--- config.mk ---
export PLATFORM = sky130hd
export DESIGN_NAME = ppfifo_svc
export DESIGN_NICKNAME = d
export VERILOG_FILES = /design/src/rtl/ppfifo_pkg.sv /design/src/rtl/ppfifo_push_sel.sv /design/src/rtl/ppfifo_store.sv /design/src/rtl/ppfifo_svc_ctrl.sv /design/src/rtl/ppfifo_svc.sv
export SDC_FILE = /design/constraint.sdc
export NUM_CORES = 1
export LEC_CHECK = 0
export BUFFER_PORTS_ARGS = -buffer_cell sky130_fd_sc_hd__buf_2
export CORE_MARGIN = 2
export CORE_UTILIZATION = 61
export DETAILED_ROUTE_END_ITERATION = 6
export PLACE_DENSITY_LB_ADDON = 0.25
export SLEW_MARGIN = 20
export SYNTH_ARGS = -nofsm -noshare
export SYNTH_HDL_FRONTEND = slang
export SYNTH_HIERARCHICAL = 1
export SYNTH_SLANG_ARGS = --single-unit
--- constraint.sdc ---
create_clock -name clk -period 3.07 [get_ports clk]
set_clock_uncertainty 0.1 [all_clocks]
set_input_delay 0.1535 -clock clk [delete_from_list [all_inputs] [get_ports clk]]
set_output_delay 0.1535 -clock clk [all_outputs]
set_load 0.02 [all_outputs]
--- src/rtl/ppfifo_pkg.sv ---
package ppfifo_pkg;

    typedef enum logic {
        DIR_TO_PERIPH = 1'b0,
        DIR_TO_HOST   = 1'b1
    } xfer_dir_e;

    typedef struct packed {
        logic svc;
        logic irq;
    } svc_state_t;

endpackage

--- src/rtl/ppfifo_push_sel.sv ---
module ppfifo_push_sel #(
    parameter int W = 8
) (
    input  logic         host_wr,
    input  logic [W-1:0] host_wdata,
    input  logic         per_push,
    input  logic [W-1:0] per_wdata,
    output logic         push,
    output logic [W-1:0] push_data
);

    // host side takes precedence when both sides load in one cycle
    always_comb begin
        push      = host_wr | per_push;
        push_data = host_wr ? host_wdata : per_wdata;
    end

endmodule

--- src/rtl/ppfifo_store.sv ---
module ppfifo_store #(
    parameter int W     = 8,
    parameter int DEPTH = 16,
    localparam int AW   = $clog2(DEPTH),
    localparam int CW   = $clog2(DEPTH + 1)
) (
    input  logic          clk,
    input  logic          rst_n,
    input  logic          push,
    input  logic [W-1:0]  push_data,
    input  logic          pop,
    output logic [W-1:0]  head_data,
    output logic [CW-1:0] count,
    output logic          full,
    output logic          empty
);

    typedef struct packed {
        logic [AW-1:0] wptr;
        logic [AW-1:0] rptr;
        logic [CW-1:0] cnt;
    } ptr_t;

    ptr_t         s_d, s_q;
    logic [W-1:0] mem_d [DEPTH];
    logic [W-1:0] mem_q [DEPTH];
    logic         do_push, do_pop;

    always_comb begin
        s_d     = s_q;
        mem_d   = mem_q;
        do_push = push & (s_q.cnt != CW'(DEPTH));
        do_pop  = pop & (s_q.cnt != '0);

        if (do_push) begin
            mem_d[s_q.wptr] = push_data;
            s_d.wptr = (s_q.wptr == AW'(DEPTH - 1)) ? '0 : s_q.wptr + 1'b1;
        end

        if (do_pop) begin
            s_d.rptr = (s_q.rptr == AW'(DEPTH - 1)) ? '0 : s_q.rptr + 1'b1;
        end

        case ({do_push, do_pop})
            2'b10:   s_d.cnt = s_q.cnt + 1'b1;
            2'b01:   s_d.cnt = s_q.cnt - 1'b1;
            default: s_d.cnt = s_q.cnt;
        endcase
    end

    always_ff @(posedge clk or negedge rst_n) begin
        if (!rst_n) begin
            s_q <= '0;
            for (int i = 0; i < DEPTH; i++) begin
                mem_q[i] <= '0;
            end
        end else begin
            s_q   <= s_d;
            mem_q <= mem_d;
        end
    end

    assign head_data = mem_q[s_q.rptr];
    assign count     = s_q.cnt;
    assign full      = (s_q.cnt == CW'(DEPTH));
    assign empty     = (s_q.cnt == '0);

endmodule

--- src/rtl/ppfifo_svc_ctrl.sv ---
module ppfifo_svc_ctrl
    import ppfifo_pkg::*;
#(
    parameter int DEPTH  = 16,
    parameter int WR_TH  = 8,
    parameter int RD_TH  = 8,
    localparam int CW    = $clog2(DEPTH + 1)
) (
    input  logic          clk,
    input  logic          rst_n,
    input  logic [CW-1:0] count,
    input  logic          full,
    input  logic          empty,
    input  logic          dir,
    input  logic          dma_en,
    input  logic          dma_ack,
    input  logic          dma_tc,
    input  logic          svc_wr,
    input  logic          svc_wdata,
    output logic          svc_flag,
    output logic          irq,
    output logic          dma_req
);

    svc_state_t st_d, st_q;
    xfer_dir_e  dir_e;
    logic       level_hit, tc_hit, cond;

    always_comb begin
        dir_e     = xfer_dir_e'(dir);
        level_hit = (dir_e == DIR_TO_HOST) ? (count >= CW'(RD_TH))
                                           : (count <= CW'(WR_TH));
        tc_hit    = dma_ack & dma_tc;
        cond      = dma_en ? tc_hit : level_hit;

        st_d     = st_q;
        st_d.irq = 1'b0;
        if (svc_wr) begin
            // software write wins and never raises a pulse
            st_d.svc = svc_wdata;
        end else if (!st_q.svc && cond) begin
            st_d.svc = 1'b1;
            st_d.irq = 1'b1;
        end
    end

    always_ff @(posedge clk or negedge rst_n) begin
        if (!rst_n) begin
            st_q <= '{svc: 1'b1, irq: 1'b0};
        end else begin
            st_q <= st_d;
        end
    end

    assign svc_flag = st_q.svc;
    assign irq      = st_q.irq;
    assign dma_req  = dma_en & ~st_q.svc &
                      ((xfer_dir_e'(dir) == DIR_TO_HOST) ? ~empty : ~full);

endmodule

--- src/rtl/ppfifo_svc.sv ---
module ppfifo_svc #(
    parameter int W     = 8,
    parameter int DEPTH = 16,
    parameter int WR_TH = 8,
    parameter int RD_TH = 8
) (
    input  logic         clk,
    input  logic         rst_n,
    input  logic         host_wr,
    input  logic [W-1:0] host_wdata,
    input  logic         per_push,
    input  logic [W-1:0] per_wdata,
    input  logic         pop,
    output logic [W-1:0] rd_data,
    input  logic         dir,
    input  logic         dma_en,
    input  logic         svc_wr,
    input  logic         svc_wdata,
    output logic         svc_flag,
    input  logic         dma_ack,
    input  logic         dma_tc,
    output logic         dma_req,
    output logic         full,
    output logic         empty,
    output logic         irq
);

    localparam int CW = $clog2(DEPTH + 1);

    logic          push;
    logic [W-1:0]  push_data;
    logic [CW-1:0] count;

    ppfifo_push_sel #(.W(W)) u_sel (
        .host_wr    (host_wr),
        .host_wdata (host_wdata),
        .per_push   (per_push),
        .per_wdata  (per_wdata),
        .push       (push),
        .push_data  (push_data)
    );

    ppfifo_store #(.W(W), .DEPTH(DEPTH)) u_store (
        .clk       (clk),
        .rst_n     (rst_n),
        .push      (push),
        .push_data (push_data),
        .pop       (pop),
        .head_data (rd_data),
        .count     (count),
        .full      (full),
        .empty     (empty)
    );

    ppfifo_svc_ctrl #(.DEPTH(DEPTH), .WR_TH(WR_TH), .RD_TH(RD_TH)) u_ctrl (
        .clk       (clk),
        .rst_n     (rst_n),
        .count     (count),
        .full      (full),
        .empty     (empty),
        .dir       (dir),
        .dma_en    (dma_en),
        .dma_ack   (dma_ack),
        .dma_tc    (dma_tc),
        .svc_wr    (svc_wr),
        .svc_wdata (svc_wdata),
        .svc_flag  (svc_flag),
        .irq       (irq),
        .dma_req   (dma_req)
    );

endmodule

# Word level (Yosys, flattened, before mapping)
# Index checks and enable logic that the tools add are counted.
[word_totals]
regBits = 143
inputBits = 27
out_inout_bits = 13
word_cells = 70
[op_classes]
addsub = 4
magnitude_cmp = 5
n_eq_ne = 6
muxes = 16
n_bitwise = 11
n_reduce_logical = 7
[ops]
columns = ["cell", "n"]
rows = [
  ["$bwmux W128", 1],
  ["$bmux W8 S4", 1],
  ["$demux W8 S4", 1],
  ["$mux W8", 4],
  ["$ge A5 B5 Y1 const B", 2],
  ["$not A4 Y5", 2],
  ["$pmux W5 S2", 1],
  ["$add A4 B1 Y4 const B", 2],
  ["$eq A4 B4 Y1 const B", 2],
  ["$mux W4", 2],
  ["$add A5 B1 Y5 const B", 1],
  ["$and A1 B1 Y1", 5],
  ["$eq A5 B5 Y1 const B", 1],
  ["$ge A5 B4 Y1 const B", 1],
  ["$le A5 B4 Y1 const B", 1],
  ["$logic_not A5 Y1", 1],
  ["$lt A5 B1 Y1 const B", 1],
  ["$mux W1", 5],
  ["$ne A5 B5 Y1 const B", 1],
  ["$reduce_bool A5 Y1", 1],
  ["$sub A5 B1 Y5 const B", 1],
  ["$reduce_bool A2 Y1", 2],
  ["$not A1 Y1", 3],
  ["$eq A2 B1 Y1 const B", 1],
  ["5 further kinds", 6],
]

# Longest topological paths before layout
[depth]
depth_word = 6
mapped_depth = 11
depth_no_buf = 9

# By module
# Netlist, hierarchy kept.
[modules_own_cells]
columns = ["mod", "n_inst", "cells_per_inst", "area_per_inst_um2", "seq_area_each_um2"]
rows = [
  ["ppfifo_store", 1, 472, 6867.8, 3528.4],
  ["ppfifo_svc_ctrl", 1, 14, 142.6, 51.3],
  ["ppfifo_push_sel", 1, 10, 137.6, 0.0],
]

# Worst setup path after synthesis
# Ideal clock, no wire load.
[synth_path]
path_type = "register to register"
startpoint = "reg u_store.s_q, in the netlist u_store/count[0]"
endpoint = "reg u_store.s_q, in the netlist u_store/count[4]"
setup_ns = 0.080
t_arrival_ns = 2.618
setup_slack_ns = 0.271
path_stages_with_launch = 10
n_path_buf = 0
cell_sequence = "dfrtp_1 or4_1 o21ai_2 inv_1 ha_1 fa_1 a21o_1 a21oi_1 mux2i_1 xnor2_1"
[synth_between]
elab_chain_cells = 4
word_cells_on_any_way = 10
classes_between = "add/sub: 2; eq/ne: 3; mux: 1; bitwise: 2; reduce/logical: 2"
[synth_rtl]
columns = ["item", "line", "source"]
rows = [
  ["start: declaration", "ppfifo_store.sv:24", "ptr_t s_d, s_q;"],
  ["start signal: assignment", "ppfifo_store.sv:53", "s_q <= '0;"],
  ["start signal: assignment", "ppfifo_store.sv:58", "s_q <= s_d;"],
  ["$reduce_bool A5 Y1 (*)", "ppfifo_store.sv:33", "do_pop = pop & (s_q.cnt != '0);"],
  ["$and A1 B1 Y1 (*)", "ppfifo_store.sv:33", ""],
  ["net u_store.do_pop", "ppfifo_store.sv:27", "logic do_push, do_pop;"],
  ["$eq A2 B1 Y1 / $eq A2 B2 Y1 (equally long branches)", "ppfifo_store.sv:44", "case ({do_push, do_pop})"],
  ["$pmux W5 S2 / $reduce_bool A2 Y1 (equally long branches)", "n/a", ""],
]
# Mark *: on every way through the listed nets, which the timed path passes. The rest lies on a longest branch.
# A chain may end at the register's enable or synchronous reset.

# Final worst setup path
# Ends and elaborated chain as after synthesis.

==> impl_metrics.py <==
metrics = {
    "outcome": {
        "outcome": "complete, no violations",
    },
    "logic_synthesis": {
        "syn_area_mm2": 0.00715,
        "ys.warnings.count": 6,
        "synth_async_sr_flop_share_pct": 100,
        "synth_cell_types": 48,
        "dominantRegCellSynth": "dfrtp_1",
        "syn_avg_cell_area_um2": 14.4,
        "synth_edf_count": 0,
        "synth_cells": 496,
        "syn_nets": 533,
        "synth-seq-cells": 143,
        "seq_area_frac_synth_pct": 50.1,
    },
    "critical_path": {
        "r2r-end": "u_store/count[4]$_DFFE_PN0P_",
        "worstSetupEndpointType": "flip-flop",
        "path_cells": "or4_1 -> o21ai_2 -> inv_1 -> ha_2 -> fa_1 -> a21o_1 -> a21oi_1 -> mux2i_1 -> xnor2_1",
        "worst_path_max_delay_cell": "or4_1",
        "r2r_start": "u_store/count[0]$_DFFE_PN0P_",
        "worstPathRequired_ns": 3.30,
        "endpoint": "u_store/count[4]$_DFFE_PN0P_",
        "crit_type": "flip-flop to flip-flop",
        "reg2reg_depth": 9,
        "crit_arrival_ns": 3.08,
        "worst-path-buf-inv": 1,
        "critPathLaunchType": "flip-flop",
        "cp_top_family": "adder cells",
        "r2r_slack_ns": 0.22,
        "critical_path_cell_count": 9,
        "crit_start": "u_store/count[0]$_DFFE_PN0P_",
        "path_max_fanout": 6,
        "critPathMaxStageDelay_ns": 0.59,
    },
    "global_routing": {
        "grt_overflow": 0,
        "antenna_found_initial": 0,
        "grt_max_degree": 107,
        "grt_use_total_pct": 25.4,
        "grt_pass1_vias": 4576,
        "grt_pass1_wl_mm": 24.4,
    },
    "floorplan": {
        "die_area_mm2": 0.0126,
        "die_h_um": 112,
        "start_util_pct": 62.6,
        "chipWidth_um": 112,
        "core_mm2": 0.0114,
        "rows": 39,
        "ios": 40,
    },
    "drt": {
        "num_vias": 4275,
        "drt_iter0_drc": 202,
        "met3_wirelength_um": 546,
        "drc": 0,
        "dr.pass1.iters": 4,
        "antenna_left": 0,
        "wirelength_met1_mm": 6.37,
        "avgViaCountPerCell": 6.20,
        "dr.max_layer_used": "met4",
        "detail_route.wl_per_cell_um": 21.2,
        "drt_wl_total_mm": 14.6,
        "wl_met2_mm": 7.40,
    },
    "clocking": {
        "postCtsSetupBuffers": 0,
        "clk_pin_slew_ns": 0.05,
        "h-tree-depth": 4,
        "cts_root_buffer": "clkbuf_16",
        "clock_sinks": 143,
        "cts_tree": "done",
        "numCtsBuffers": 17,
        "cts_buffer_depth": 2,
        "worst_skew_pair.late_latency_ns": 0.41,
    },
    "sta": {
        "report.final.setup_viol": 0,
        "slew_headroom_pct": 36.2,
        "worstMarginPinSlew_ns": 0.957,
        "finalHoldViolCount": 0,
        "timing.final.crit_share_pct": 92.7,
        "slew_violations": 0,
        "fmax_mhz": 351,
        "tns_ns": 0,
        "rsz0062_at_grt": "false",
        "period_minus_slack_ns": 2.85,
    },
    "placement": {
        "placed_area_mm2": 0.00741,
        "port_buffers": 39,
        "gp_congestion": 0.799,
        "hpwl_mm": 9.99,
        "dp.cells": 653,
    },
    "pwr": {
        "fin_total_pwr_mw": 9.23,
        "power_density_mw_per_mm2": 1140,
        "p_leak_nw": 3.63,
        "peakVddDrop_mv": 0.714,
    },
    "final_layout": {
        "area_delta_synth_final_pct": 12.9,
        "fin_nets": 573,
        "final_cell_mix": "dfrtp_1, mux2_2, buf_2, mux2i_1, nand2_1",
        "instances_no_fill": 690,
        "antenna_cells": 0,
        "final_area_mm2": 0.00807,
        "fillers": 782,
        "drive_gt1_share_pct": 45.9,
        "final_common_cell": "dfrtp_1",
    },
    "job": {
        "maxCapViolations": 0,
    },
    "min_path": {
        "hold_depth": 3,
        "worstHoldPathType": "input pin to flip-flop",
    },
}
==> cell type report <==
type                       instances  area, um2  area share [%]
clock inverter                     6        108            1.33
sequential                       143       3580            44.4
inverter                           5       18.8           0.233
multi-input combinational        313       3350            41.6
timing repair buffer              56        347            4.29
tap                              143        179            2.22
clock buffer                      24        482            5.97
==> worst reg2reg max path, delay by kind of cell (launching register included) <==
family	cells	cell delay, ns
muxes	1	0.25
adders and majority gates	2	0.63
buffers and inverters	1	0.09
xor gates and xnor gates	1	0.13
DFF	1	0.45
AOI/OAI and AO/OA	3	0.52
and+or+nand+nor	1	0.59
==> cells by family (layout without fill, tap and decap cells) <==
family / count (synthesis) / after routing / synth area share [%]
multiplexers: 188 / 188 / 32.4
flip-flops: 143 / 143 / 50.1
AND/OR/NAND/NOR: 55 / 55 / 6.34
AO/OA/AOI/OAI: 54 / 54 / 5.58
buffers and inverters: 40 / 91 / 3.03
adder cells (fa/ha/maj): 10 / 10 / 1.86
XOR/XNOR: 6 / 6 / 0.735
==> routing by layer <==
metal / vias up / GRT usage (%)
met5: - / 0
met4: 0 / 9.02
met3: 22 / 5.67
met2: 97 / 41.4
met1: 2227 / 33.9
li1: 1929 / -
==> flip-flops by register name, summed over array words and instances, names as in the netlist <==
register	flops
u_ctrl/irq	1
u_store/s_q	8
u_store/mem_q	128
u_ctrl/svc_flag	1
u_store/count	5
==> what timing repair did <==
item / in CTS / in global routing
hold endpoints to repair: 106 / 0
setup endpoints to repair: 0 / 1
hold buffers: 7 / 0
resized for setup: 0 / 2
==> worst min path at each step <==
stage,from,to
after floorplan,rst_n,u_ctrl/irq$_DFF_PN0_
after global placement,rst_n,u_store/count[4]$_DFFE_PN0P_
after detailed placement,rst_n,u_store/count[3]$_DFFE_PN0P_
after CTS,per_wdata[2],u_store/mem_q[66]$_DFFE_PN0P_
after global routing,per_wdata[3],u_store/mem_q[3]$_DFFE_PN0P_
final,host_wdata[7],u_store/mem_q[87]$_DFFE_PN0P_
==> through the flow <==
| step | setup WS [ns] | utilization (%) | hold slack [ns] |
|---|---|---|---|
| 5_1_grt | 0.0750 | 70.7 | 0.172 |
| 3_5_place_dp | 0.163 | 64.9 | 0.233 |
| 2_1_floorplan | 0.271 | - | -0.242 |
| 4_1_cts | 0.154 | 70.6 | 0.149 |
| 6_report | 0.225 | 70.7 | 0.166 |
| 3_3_place_gp | 0.269 | 64.9 | 0.230 |
==> synth_stat cells, types with 2 or more instances <==
master | number | area share, %
dfrtp_1 | 142 | 50
mux2_2 | 120 | 19
mux2i_1 | 34 | 4.8
nand2_1 | 18 | 0.95
a221oi_1 | 16 | 2.0
mux2_4 | 16 | 3.4
mux4_2 | 16 | 5.0
clkbuf_1 | 14 | 0.74
o21ai_0 | 13 | 0.91
nand3_4 | 12 | 2.9
buf_2 | 10 | 0.70
a22oi_1 | 9 | 0.95
ha_1 | 9 | 1.6
buf_4 | 6 | 0.63
inv_1 | 5 | 0.26
xnor2_1 | 5 | 0.61
a21o_1 | 4 | 0.42
a21oi_1 | 4 | 0.28
nand3_2 | 4 | 0.56
nor2_1 | 4 | 0.21
and2_1 | 3 | 0.26
nor2b_1 | 3 | 0.26
buf_1 | 2 | 0.11
buf_6 | 2 | 0.32
mux2_1 | 2 | 0.32
==> where the power goes <==
part | switching [mW] | internal, mW
clock | 0.718 | 1.33
sequential | 0.595 | 2.81
combinational | 1.86 | 1.92
total | 3.17 | 6.06
Power figures use the tool's default switching activity.
